$ cat config.mk
export PLATFORM = sky130hd
export DESIGN_NAME = pair_tlb
export DESIGN_NICKNAME = d
export VERILOG_FILES = /design/src/rtl/pair_tlb_pkg.sv /design/src/rtl/tlb_datapath.sv /design/src/rtl/tlb_scan_ctrl.sv /design/src/rtl/pair_tlb.sv
export SDC_FILE = /design/constraint.sdc
export NUM_CORES = 2
export LEC_CHECK = 0
export BUFFER_PORTS_ARGS = -buffer_cell sky130_fd_sc_hd__buf_2
export CAP_MARGIN = 10
export CORE_UTILIZATION = 52
export CTS_BUF_LIST = sky130_fd_sc_hd__clkbuf_4 sky130_fd_sc_hd__clkbuf_8 sky130_fd_sc_hd__clkbuf_16
export CTS_CLUSTER_DIAMETER = 50
export DETAILED_ROUTE_END_ITERATION = 7
export HOLD_SLACK_MARGIN = 0.1
export PLACE_DENSITY_LB_ADDON = 0.12
export SLEW_MARGIN = 20
export SYNTH_ARGS = -nofsm -noshare
export SYNTH_HDL_FRONTEND = slang
export SYNTH_HIERARCHICAL = 1
export SYNTH_SLANG_ARGS = --single-unit
$ cat constraint.sdc
create_clock -name clk -period 17.5 [get_ports clk]
set_input_delay 0.875 -clock clk [delete_from_list [all_inputs] [get_ports clk]]
set_output_delay 0.875 -clock clk [all_outputs]
set_load 0.01 [all_outputs]
$ cat src/rtl/pair_tlb_pkg.sv
package pair_tlb_pkg;

  localparam int MASK_W    = 25;
  localparam int OFF_W     = 12;
  localparam int PAIR_LSB  = 13;
  localparam int NUM_SIZES = 7;

  typedef enum logic [1:0] {
    EXC_NONE = 2'd0,
    EXC_MOD  = 2'd1,
    EXC_LOAD = 2'd2,
    EXC_STORE = 2'd3
  } exc_e;

  typedef struct packed {
    logic latchReq;
    logic capHit;
    logic capMiss;
  } strobe_t;

  typedef struct packed {
    logic [4:0] shift;
    logic       ok;
  } pshift_t;

  function automatic pshift_t decodeMask(input logic [MASK_W-1:0] m);
    pshift_t r;
    logic [MASK_W-1:0] f;
    r.shift = 5'(OFF_W);
    r.ok    = 1'b0;
    f = m | MASK_W'((64'd1 << PAIR_LSB) - 64'd1);
    for (int k = 0; k < NUM_SIZES; k++) begin
      if (f == MASK_W'((64'd1 << (PAIR_LSB + 2 * k)) - 64'd1)) begin
        r.shift = 5'(OFF_W + 2 * k);
        r.ok    = 1'b1;
      end
    end
    return r;
  endfunction

endpackage

$ cat src/rtl/tlb_datapath.sv
module tlb_datapath
  import pair_tlb_pkg::*;
#(
  parameter int N      = 16,
  parameter int VA_W   = 32,
  parameter int ASID_W = 8,
  parameter int PFN_W  = 24,
  parameter int IDX_W  = $clog2(N),
  localparam int VPN2_W = VA_W - PAIR_LSB,
  localparam int PA_W   = PFN_W + OFF_W
) (
  input  logic              clk,
  input  logic              rstN,
  input  logic              wrEn,
  input  logic [IDX_W-1:0]  wrIdx,
  input  logic [MASK_W-1:0] wrMask,
  input  logic [VPN2_W-1:0] wrVpn2,
  input  logic [ASID_W-1:0] wrAsid,
  input  logic              wrGlobal,
  input  logic [PFN_W-1:0]  wrPfn0,
  input  logic              wrValid0,
  input  logic              wrDirty0,
  input  logic [PFN_W-1:0]  wrPfn1,
  input  logic              wrValid1,
  input  logic              wrDirty1,
  input  logic [VA_W-1:0]   reqVa,
  input  logic [ASID_W-1:0] reqAsid,
  input  logic              reqWrite,
  input  strobe_t           strb,
  input  logic [IDX_W-1:0]  scanIdx,
  output logic              entryMatch,
  output logic              done,
  output logic              xlatOk,
  output logic [PA_W-1:0]   paddr,
  output logic              writable,
  output logic              excValid,
  output logic [1:0]        excCode,
  output logic              refill,
  output logic              cfgErr
);

  logic [MASK_W-1:0] maskQ  [N];
  logic [VPN2_W-1:0] vpn2Q  [N];
  logic [ASID_W-1:0] asidQ  [N];
  logic              globQ  [N];
  logic [PFN_W-1:0]  pfnQ   [N][2];
  logic              validQ [N][2];
  logic              dirtyQ [N][2];

  logic [VA_W-1:0]   rVa;
  logic [ASID_W-1:0] rAsid;
  logic              rWrite;

  // slot storage
  always_ff @(posedge clk or negedge rstN) begin
    if (!rstN) begin
      for (int i = 0; i < N; i++) begin
        maskQ[i] <= '0;
        vpn2Q[i] <= '0;
        asidQ[i] <= '0;
        globQ[i] <= 1'b0;
        for (int h = 0; h < 2; h++) begin
          pfnQ[i][h]   <= '0;
          validQ[i][h] <= 1'b0;
          dirtyQ[i][h] <= 1'b0;
        end
      end
    end else if (wrEn) begin
      maskQ[wrIdx]     <= wrMask;
      vpn2Q[wrIdx]     <= wrVpn2;
      asidQ[wrIdx]     <= wrAsid;
      globQ[wrIdx]     <= wrGlobal;
      pfnQ[wrIdx][0]   <= wrPfn0;
      validQ[wrIdx][0] <= wrValid0;
      dirtyQ[wrIdx][0] <= wrDirty0;
      pfnQ[wrIdx][1]   <= wrPfn1;
      validQ[wrIdx][1] <= wrValid1;
      dirtyQ[wrIdx][1] <= wrDirty1;
    end
  end

  // sticky configuration error
  pshift_t wrShift;
  assign wrShift = decodeMask(wrMask);

  always_ff @(posedge clk or negedge rstN) begin
    if (!rstN)                      cfgErr <= 1'b0;
    else if (wrEn && !wrShift.ok)   cfgErr <= 1'b1;
  end

  // request latch
  always_ff @(posedge clk or negedge rstN) begin
    if (!rstN) begin
      rVa    <= '0;
      rAsid  <= '0;
      rWrite <= 1'b0;
    end else if (strb.latchReq) begin
      rVa    <= reqVa;
      rAsid  <= reqAsid;
      rWrite <= reqWrite;
    end
  end

  // compare of the slot under scan
  pshift_t           curShift;
  logic [VA_W-1:0]   lowMask;
  logic [VA_W-1:0]   hiMask;
  logic [VA_W-1:0]   entryVa;
  logic              oddSel;
  logic [PFN_W-1:0]  selPfn;
  logic              selValid;
  logic              selDirty;
  logic [PA_W-1:0]   transPa;

  always_comb begin
    curShift = decodeMask(maskQ[scanIdx]);
    lowMask  = (VA_W'(1) << curShift.shift) - VA_W'(1);
    hiMask   = ~{lowMask[VA_W-2:0], 1'b1};
    entryVa  = {vpn2Q[scanIdx], {PAIR_LSB{1'b0}}};
    entryMatch = (((entryVa ^ rVa) & hiMask) == '0) &&
                 (globQ[scanIdx] || (asidQ[scanIdx] == rAsid));
    oddSel   = rVa[curShift.shift];
    selPfn   = pfnQ[scanIdx][oddSel];
    selValid = validQ[scanIdx][oddSel];
    selDirty = dirtyQ[scanIdx][oddSel];
    transPa  = ({selPfn, {OFF_W{1'b0}}} & ~PA_W'(lowMask)) | PA_W'(rVa & lowMask);
  end

  // result registers
  always_ff @(posedge clk or negedge rstN) begin
    if (!rstN) begin
      done     <= 1'b0;
      xlatOk   <= 1'b0;
      paddr    <= '0;
      writable <= 1'b0;
      excValid <= 1'b0;
      excCode  <= EXC_NONE;
      refill   <= 1'b0;
    end else begin
      done <= strb.capHit | strb.capMiss;
      if (strb.capHit) begin
        refill <= 1'b0;
        if (!selValid) begin
          xlatOk   <= 1'b0;
          writable <= 1'b0;
          excValid <= 1'b1;
          excCode  <= rWrite ? EXC_STORE : EXC_LOAD;
        end else if (rWrite && !selDirty) begin
          xlatOk   <= 1'b0;
          writable <= 1'b0;
          excValid <= 1'b1;
          excCode  <= EXC_MOD;
        end else begin
          xlatOk   <= 1'b1;
          paddr    <= transPa;
          writable <= selDirty;
          excValid <= 1'b0;
          excCode  <= EXC_NONE;
        end
      end else if (strb.capMiss) begin
        xlatOk   <= 1'b0;
        writable <= 1'b0;
        excValid <= 1'b1;
        refill   <= 1'b1;
        excCode  <= rWrite ? EXC_STORE : EXC_LOAD;
      end
    end
  end

  assert_done_pulse_R9: assert property (@(posedge clk) disable iff (!rstN)
    done |=> !done);
  assert_ok_xor_exc_R5: assert property (@(posedge clk) disable iff (!rstN)
    done |-> (xlatOk != excValid));
  assert_writable_needs_ok_R5: assert property (@(posedge clk) disable iff (!rstN)
    (done && writable) |-> xlatOk);
  assert_refill_code_R8: assert property (@(posedge clk) disable iff (!rstN)
    (done && refill) |-> (excValid && excCode != EXC_MOD));
  assert_mod_on_write_R7: assert property (@(posedge clk) disable iff (!rstN)
    (done && excCode == EXC_MOD) |-> (rWrite && !refill));
  assert_cfg_sticky_R10: assert property (@(posedge clk) disable iff (!rstN)
    cfgErr |=> cfgErr);

endmodule

$ cat src/rtl/tlb_scan_ctrl.sv
module tlb_scan_ctrl
  import pair_tlb_pkg::*;
#(
  parameter int N     = 16,
  parameter int IDX_W = $clog2(N)
) (
  input  logic             clk,
  input  logic             rstN,
  input  logic             wrEn,
  input  logic [IDX_W-1:0] wrIdx,
  input  logic             start,
  input  logic             entryMatch,
  output strobe_t          strb,
  output logic [IDX_W-1:0] scanIdx
);

  typedef enum logic {ST_IDLE, ST_SCAN} state_e;

  state_e           state;
  logic [IDX_W-1:0] lastWr;
  logic [IDX_W-1:0] visited;
  logic             lastVisit;

  assign lastVisit = (visited == IDX_W'(N - 1));

  always_comb begin
    strb = '0;
    strb.latchReq = (state == ST_IDLE) && start;
    strb.capHit   = (state == ST_SCAN) && entryMatch;
    strb.capMiss  = (state == ST_SCAN) && !entryMatch && lastVisit;
  end

  always_ff @(posedge clk or negedge rstN) begin
    if (!rstN)     lastWr <= '0;
    else if (wrEn) lastWr <= wrIdx;
  end

  always_ff @(posedge clk or negedge rstN) begin
    if (!rstN) begin
      state   <= ST_IDLE;
      scanIdx <= '0;
      visited <= '0;
    end else begin
      unique case (state)
        ST_IDLE: if (start) begin
          state   <= ST_SCAN;
          scanIdx <= lastWr;
          visited <= '0;
        end
        ST_SCAN: begin
          if (strb.capHit || strb.capMiss) begin
            state <= ST_IDLE;
          end else begin
            scanIdx <= (scanIdx == IDX_W'(N - 1)) ? '0 : scanIdx + 1'b1;
            visited <= visited + 1'b1;
          end
        end
        default: state <= ST_IDLE;
      endcase
    end
  end

  assert_idx_range_R2: assert property (@(posedge clk) disable iff (!rstN)
    (state == ST_SCAN) |-> (32'(scanIdx) < N));
  assert_step_wraps_R2: assert property (@(posedge clk) disable iff (!rstN)
    (state == ST_SCAN && !strb.capHit && !strb.capMiss) |=>
      (32'(scanIdx) == ((32'($past(scanIdx)) + 1) % N)));
  assert_busy_ignores_start_R11: assert property (@(posedge clk) disable iff (!rstN)
    (state == ST_SCAN && start) |-> !strb.latchReq);

endmodule

$ cat src/rtl/pair_tlb.sv
module pair_tlb
  import pair_tlb_pkg::*;
#(
  parameter int N      = 16,
  parameter int VA_W   = 32,
  parameter int ASID_W = 8,
  parameter int PFN_W  = 24,
  localparam int IDX_W  = $clog2(N),
  localparam int VPN2_W = VA_W - PAIR_LSB,
  localparam int PA_W   = PFN_W + OFF_W
) (
  input  logic              clk,
  input  logic              rstN,
  input  logic              wrEn,
  input  logic [IDX_W-1:0]  wrIdx,
  input  logic [MASK_W-1:0] wrMask,
  input  logic [VPN2_W-1:0] wrVpn2,
  input  logic [ASID_W-1:0] wrAsid,
  input  logic              wrGlobal,
  input  logic [PFN_W-1:0]  wrPfn0,
  input  logic              wrValid0,
  input  logic              wrDirty0,
  input  logic [PFN_W-1:0]  wrPfn1,
  input  logic              wrValid1,
  input  logic              wrDirty1,
  input  logic              start,
  input  logic [VA_W-1:0]   reqVa,
  input  logic [ASID_W-1:0] reqAsid,
  input  logic              reqWrite,
  output logic              done,
  output logic              xlatOk,
  output logic [PA_W-1:0]   paddr,
  output logic              writable,
  output logic              excValid,
  output logic [1:0]        excCode,
  output logic              refill,
  output logic              cfgErr
);

  strobe_t          strb;
  logic [IDX_W-1:0] scanIdx;
  logic             entryMatch;

  tlb_scan_ctrl #(.N(N), .IDX_W(IDX_W)) u_ctrl (
    .clk(clk), .rstN(rstN), .wrEn(wrEn), .wrIdx(wrIdx), .start(start),
    .entryMatch(entryMatch), .strb(strb), .scanIdx(scanIdx)
  );

  tlb_datapath #(.N(N), .VA_W(VA_W), .ASID_W(ASID_W), .PFN_W(PFN_W), .IDX_W(IDX_W)) u_dp (
    .clk(clk), .rstN(rstN),
    .wrEn(wrEn), .wrIdx(wrIdx), .wrMask(wrMask), .wrVpn2(wrVpn2),
    .wrAsid(wrAsid), .wrGlobal(wrGlobal),
    .wrPfn0(wrPfn0), .wrValid0(wrValid0), .wrDirty0(wrDirty0),
    .wrPfn1(wrPfn1), .wrValid1(wrValid1), .wrDirty1(wrDirty1),
    .reqVa(reqVa), .reqAsid(reqAsid), .reqWrite(reqWrite),
    .strb(strb), .scanIdx(scanIdx), .entryMatch(entryMatch),
    .done(done), .xlatOk(xlatOk), .paddr(paddr), .writable(writable),
    .excValid(excValid), .excCode(excCode), .refill(refill), .cfgErr(cfgErr)
  );

endmodule

After elaboration in Yosys (flattened, before gate mapping)

Index checks and enable logic that the tools add are counted.

Multiplexer cells: 99
Add/sub/neg operators: 3
Shift operators: 1
Equal/unequal tests: 17
$mul: 0
Reduce and logical (&&, ||, !) cells: 19
Order comparisons: 5
Bitwise logic cells: 13
Divide/modulo/power cells: 0

Operator list:

| kind                                       | number |
|---|---|
| 768-bit bitwise mux                        | 2 |
| 400-bit bitwise mux                        | 1 |
| 48-bit demux with 4-bit select             | 2 |
| 304-bit bitwise mux                        | 1 |
| 48-bit binary-select mux with 4-bit select | 1 |
| 48-bit 2-to-1 mux                          | 3 |
| 128-bit bitwise mux                        | 1 |
| 32-bit bitwise mux                         | 4 |
| 25-bit binary-select mux with 4-bit select | 1 |
| 25-bit demux with 4-bit select             | 1 |
| 24-bit 2-to-1 mux                          | 4 |
| 19-bit binary-select mux with 4-bit select | 1 |
| 19-bit demux with 4-bit select             | 1 |
| 25-bit 2-to-1 mux                          | 3 |
| 32-bit bitwise AND                         | 2 |
| 19-bit 2-to-1 mux                          | 3 |
| 36-bit bitwise AND                         | 1 |
| 32-bit inverter with 36-bit output         | 1 |
| 36-bit OR                                  | 1 |
| 1-bit 2-to-1 mux                           | 35 |
| 8-bit binary-select mux with 4-bit select  | 1 |
| 8-bit demux with 4-bit select              | 1 |
| 32-bit zero test                           | 1 |
| 32-bit inverter                            | 1 |
| 41 further kinds                           | 84 |

Logic and storage cells: 332
Output and inout bits: 44
Bits of input ports: 154
Latch bits: 0
Memories kept: 0
Memory bits (read-only): 0
Memory bits (writable): 0
Register bits: 1778

Depth between registers and ports, before layout

Word-level depth: 24
Gate-level depth with buffers: 22
Depth with buffers taken out: 17

Hierarchy

Netlist, hierarchy kept.

By module, submodules not included:

| module        | area each (µm²) | cells an instance | times used | seq. area each (µm²) |
|---|---|---|---|---|
| tlb_datapath  | 69925.8         | 4258              | 1          | 38962.4 |
| tlb_scan_ctrl | 684.4           | 64                | 1          | 325.3 |

Worst setup path after synthesis

OpenSTA, ideal clock, no wires.

Path kind: register to register
From: reg u_ctrl.scanIdx[0]
To: reg u_dp.paddr[0]
Clock period less this slack: 5466 ps
Library setup time: 125 ps
Path buffers: 7
Slack: 12034 ps
Data arrival time: 5341 ps
Data required time: 17375 ps
Stages on the path, launching flop included: 22
Cell sequence: dfrtp_1 buf_6 buf_6 buf_6 buf_1 clkbuf_1 mux4_2 a211oi_1 a21oi_1 xor2_1 nor4_1 a21oi_1 a2111oi_0 nand4_1 a211oi_1 and2_1 nand2_1 nor3_1 o32a_1 buf_6 buf_6 mux2_4

RTL lines:

| what                   | RTL line            | text |
|---|---|---|
| from (decl)            | tlb_scan_ctrl.sv:14 | `output logic [IDX_W-1:0] scanIdx` |
| from (signal assigned) | tlb_scan_ctrl.sv:47 | `scanIdx <= lastWr;` |
| from (signal assigned) | tlb_scan_ctrl.sv:54 | `scanIdx <= (scanIdx == IDX_W'(N - 1)) ? '0 : scanIdx + 1'b1;` |
| to (signal assigned)   | tlb_datapath.sv:155 | `paddr <= transPa;` |
| to (decl)              | tlb_datapath.sv:34  | `output logic [PA_W-1:0] paddr,` |

==> results.md <==
* Initial drt markers at 2,827
* Syn Inst Count at 4,322
* Fin. Hold Viols at 0
* Final setup fails at 0
* Fraction of layout cells with a size suffix above 1 at 57.1%
* Yosys top cell area share at 55.6%
* Total congestion overflow at 0
* CTS sink count at 1,570
* Post-DRT Antenna Nets at 0
* Area of the multi-input gates at 29,800 µm²
* Highest achievable clock rate at 118 MHz
* Filler instances at 10,337
* Io pins at 198
* Number of synthesized flops with an enable pin at 0
* TritonCTS buffer count at 177
* Final WL at 176,000 µm
* Clock Tree Root: clkbuf_16
* Largest net degree at the start of global routing at 176
* Hold Slack at 168 ps
* FF+latch count, synth at 1,570
* Core ar. at 134,000 µm²
* Post-CTS sizing at 0
* Clock transition at path regs at 60 ps
* Tot GR Track Use at 26.6%
* First-pass GRT wire length at 271,000 µm
* CP Launch Type: flop
* Buffers on Ports at 184
* Crit path kind: flop to flop
* Status: completed
* Cell variety after synth at 69
* HP Class: input pin to async pin
* Clock skew at 21.8 ps
* Worst Path Arrival at 9160 ps
* Initial antenna violation count at 24
* Pwr per Cell Area at 162 nW/µm²
* VDD IR-drop max at 0.0996 mV
* Ys async rst share at 100%
* Clk_lat worst skew at 790 ps
* Initial Util at 52.6%
* Main synth FF type: dfrtp_1
* Die ar. at 137,000 µm²
* Mapped Area at 70,600 µm²
* Routability cong. at 0.821
* RSZ-0062 raised after global routing: false
* Seq. cell area at 39,300 µm²
* Final worst-path cycle share at 48.5%
* Routed length per instance at 28.0 µm
* Detailed Place HPWL at 95,400 µm
* Postcts setup bufs at 0
* DP Cell Count at 5,967
* DRC Markers at 0
* Sequential-to-total area share from yosys stat at 55.6%
* Hold_buf cts at 0
* DIE HEIGHT at 370 µm
* Synth warnings at 6
* Die W at 370 µm
* Max-cap violations at 0
* DR vias/cell at 6.15
* Largest cells by area after synthesis: dfrtp_1 56%, mux2_2 24%, mux4_2 14%
* Leak Pwr at 0.0340 µW
* Area growth, synth to finish at 12.3%
* CTS tree: yes
* Vias in the first global route at 40,789
* Crit. End Element: flop
* Number of core rows at 134
* Max Buffers Root-to-Sink at 3
* Setup TNS at 0 ps
* Crit path max fanout at 39
* Min cycle time layout at 8490 ps
* DRT Pass-1 Iters at 5
* Via count at 38,681
* Data required, critical path at 18,170 ps
* Avg Cell Area, Syn at 16.3 µm²
* Largest area contributor in the netlist: dfrtp_1
* H-tree Lvls at 4
* NumNets Final at 4,538
* Fin cells at 6,292
* Final max-slew violation count at 0
* Slew @ Worst Pin at 1170 ps
* Slew margin rel. at 21.7%
[cells by family after synthesis]
family / share of synthesized area [%]
flip-flops: 55.6
other: 0.00531
adder cells (fa/ha/maj): 0.0532
multiplexers: 39.1
buffers and inverters: 2.31
AO/OA/AOI/OAI: 1.19
AND/OR/NAND/NOR: 1.33
XOR/XNOR: 0.397
[metrics by stage]
stage / total power [µW] / utilization [%] / worst slack, ps / area [µm²]
final: 12800 / 59.1 / 9010 / 79300
after global routing: 13400 / 59.1 / 8640 / 79300
after CTS: 13000 / 59.1 / 8610 / 79200
after detailed placement: 9030 / 54.4 / 8660 / 73000
after global placement: 8950 / 54.4 / 8660 / 73000
after floorplan: 7880 / - / 12030 / 70600
[sequential cells by signal, summed over array words and instances (netlist names), 2 cells and up]
register and flops:
u_dp/maskQ 192, u_dp/validQ 32, u_ctrl/visited 4, u_dp/excCode 2, u_dp/vpn2Q 304, u_dp/asidQ 128, u_ctrl/lastWr 4, u_dp/pfnQ 768
u_dp/rAsid 8, u_ctrl/scanIdx 4, u_dp/paddr 36, u_dp/dirtyQ 32, u_dp/rVa 32, u_dp/globQ 16
[layer usage]
| metal | up-vias | share of wire (%) | GRT usage, % |
|---|---|---|---|
| met5 | - | 0.078 | 0 |
| met4 | 20 | 2.0 | 6.41 |
| met3 | 253 | 4.2 | 3.97 |
| met2 | 736 | 47 | 41.2 |
| met1 | 21352 | 47 | 39.7 |
| li1 | 16320 | - | - |
[cell usage in the layout (no fill, tap or decap), types with 19 or more instances in the layout]
master	n
dfrtp_1	1566
a21oi_1	23
clkinv_2	27
buf_4	61
nand2_1	64
clkbuf_4	36
nor2_1	21
inv_1	23
o21ai_0	19
clkbuf_16	184
buf_2	183
clkbuf_8	38
mux2_2	1521
a22oi_1	20
mux4_2	442
[synth_stat cells (all sizes together), types with 3 or more instances]
library cell and number:
nor3 14, xnor2 18, o221ai 6, a22oi 20, a22o 3, nor4 5
a21o 4, a21oi 24, a211oi 8, xor2 14, mux2 1548, mux2i 17
a31oi 4, nand2b 5, dfrtp 1570, clkbuf 302, nand4 11, nor2b 15
or3 7, nand3b 4, and4 3, mux4 442, nand3 10, inv 24
o211ai 7, ha 3, nand2 65, buf 77, nor2 31, o21ai 23
and2 5, and3 3
[path summary, 6_finish.rpt]
check / depth (start not counted) / slack, ps / startpoint / to
max in group asynchronous: 5 / 13660 / rstN / u_dp/pfnQ[39]
worst max-delay path: 19 / 9010 / u_ctrl/scanIdx[0] / u_dp/paddr[27]
min in group clk: 3 / 310 / reqWrite / u_dp/rWrite
worst min register to register: 1 / 450 / u_dp/cfgErr / u_dp/cfgErr
worst max register to register: 19 / 9010 / u_ctrl/scanIdx[0] / u_dp/paddr[27]
worst min-delay path: 1 / 170 / rstN / u_dp/validQ[11]
[where the power goes]
part           switching (µW)  internal [µW]  leakage (µW)  total, µW
registers                 501           4490        0.0192       4990
logic                    1750           2200        0.0116       3950
clock network            1490           2400       0.00311       3890
total                    3740           9090        0.0340      12800
[area by class of cell]
cell class                 count  share of cell area, %
inverter                      24                  0.115
tap                         1768                   2.79
multi-input combinational   2350                   37.6
antenna                        4                 0.0126
clock buffer                 258                   6.81
clock inverter                60                   1.02
timing repair buffer         258                   2.11
sequential                  1570                   49.6
[worst max-delay path, stage by stage (launching register included)]
cell	delay, ps
dfrtp_4	640
buf_16	310
buf_4	750
buf_4	650
mux4_2	350
a22oi_1	70
nand2_1	210
nand2_1	150
nor4_2	720
a21oi_1	190
mux2_2	420
a2111oi_1	980
nand4_1	160
a211oi_1	780
and2_1	300
nand2_1	90
nor3_1	190
o32a_2	310
buf_4	560
mux2_1	380
Note: power is estimated with default switching activity, not from simulation.
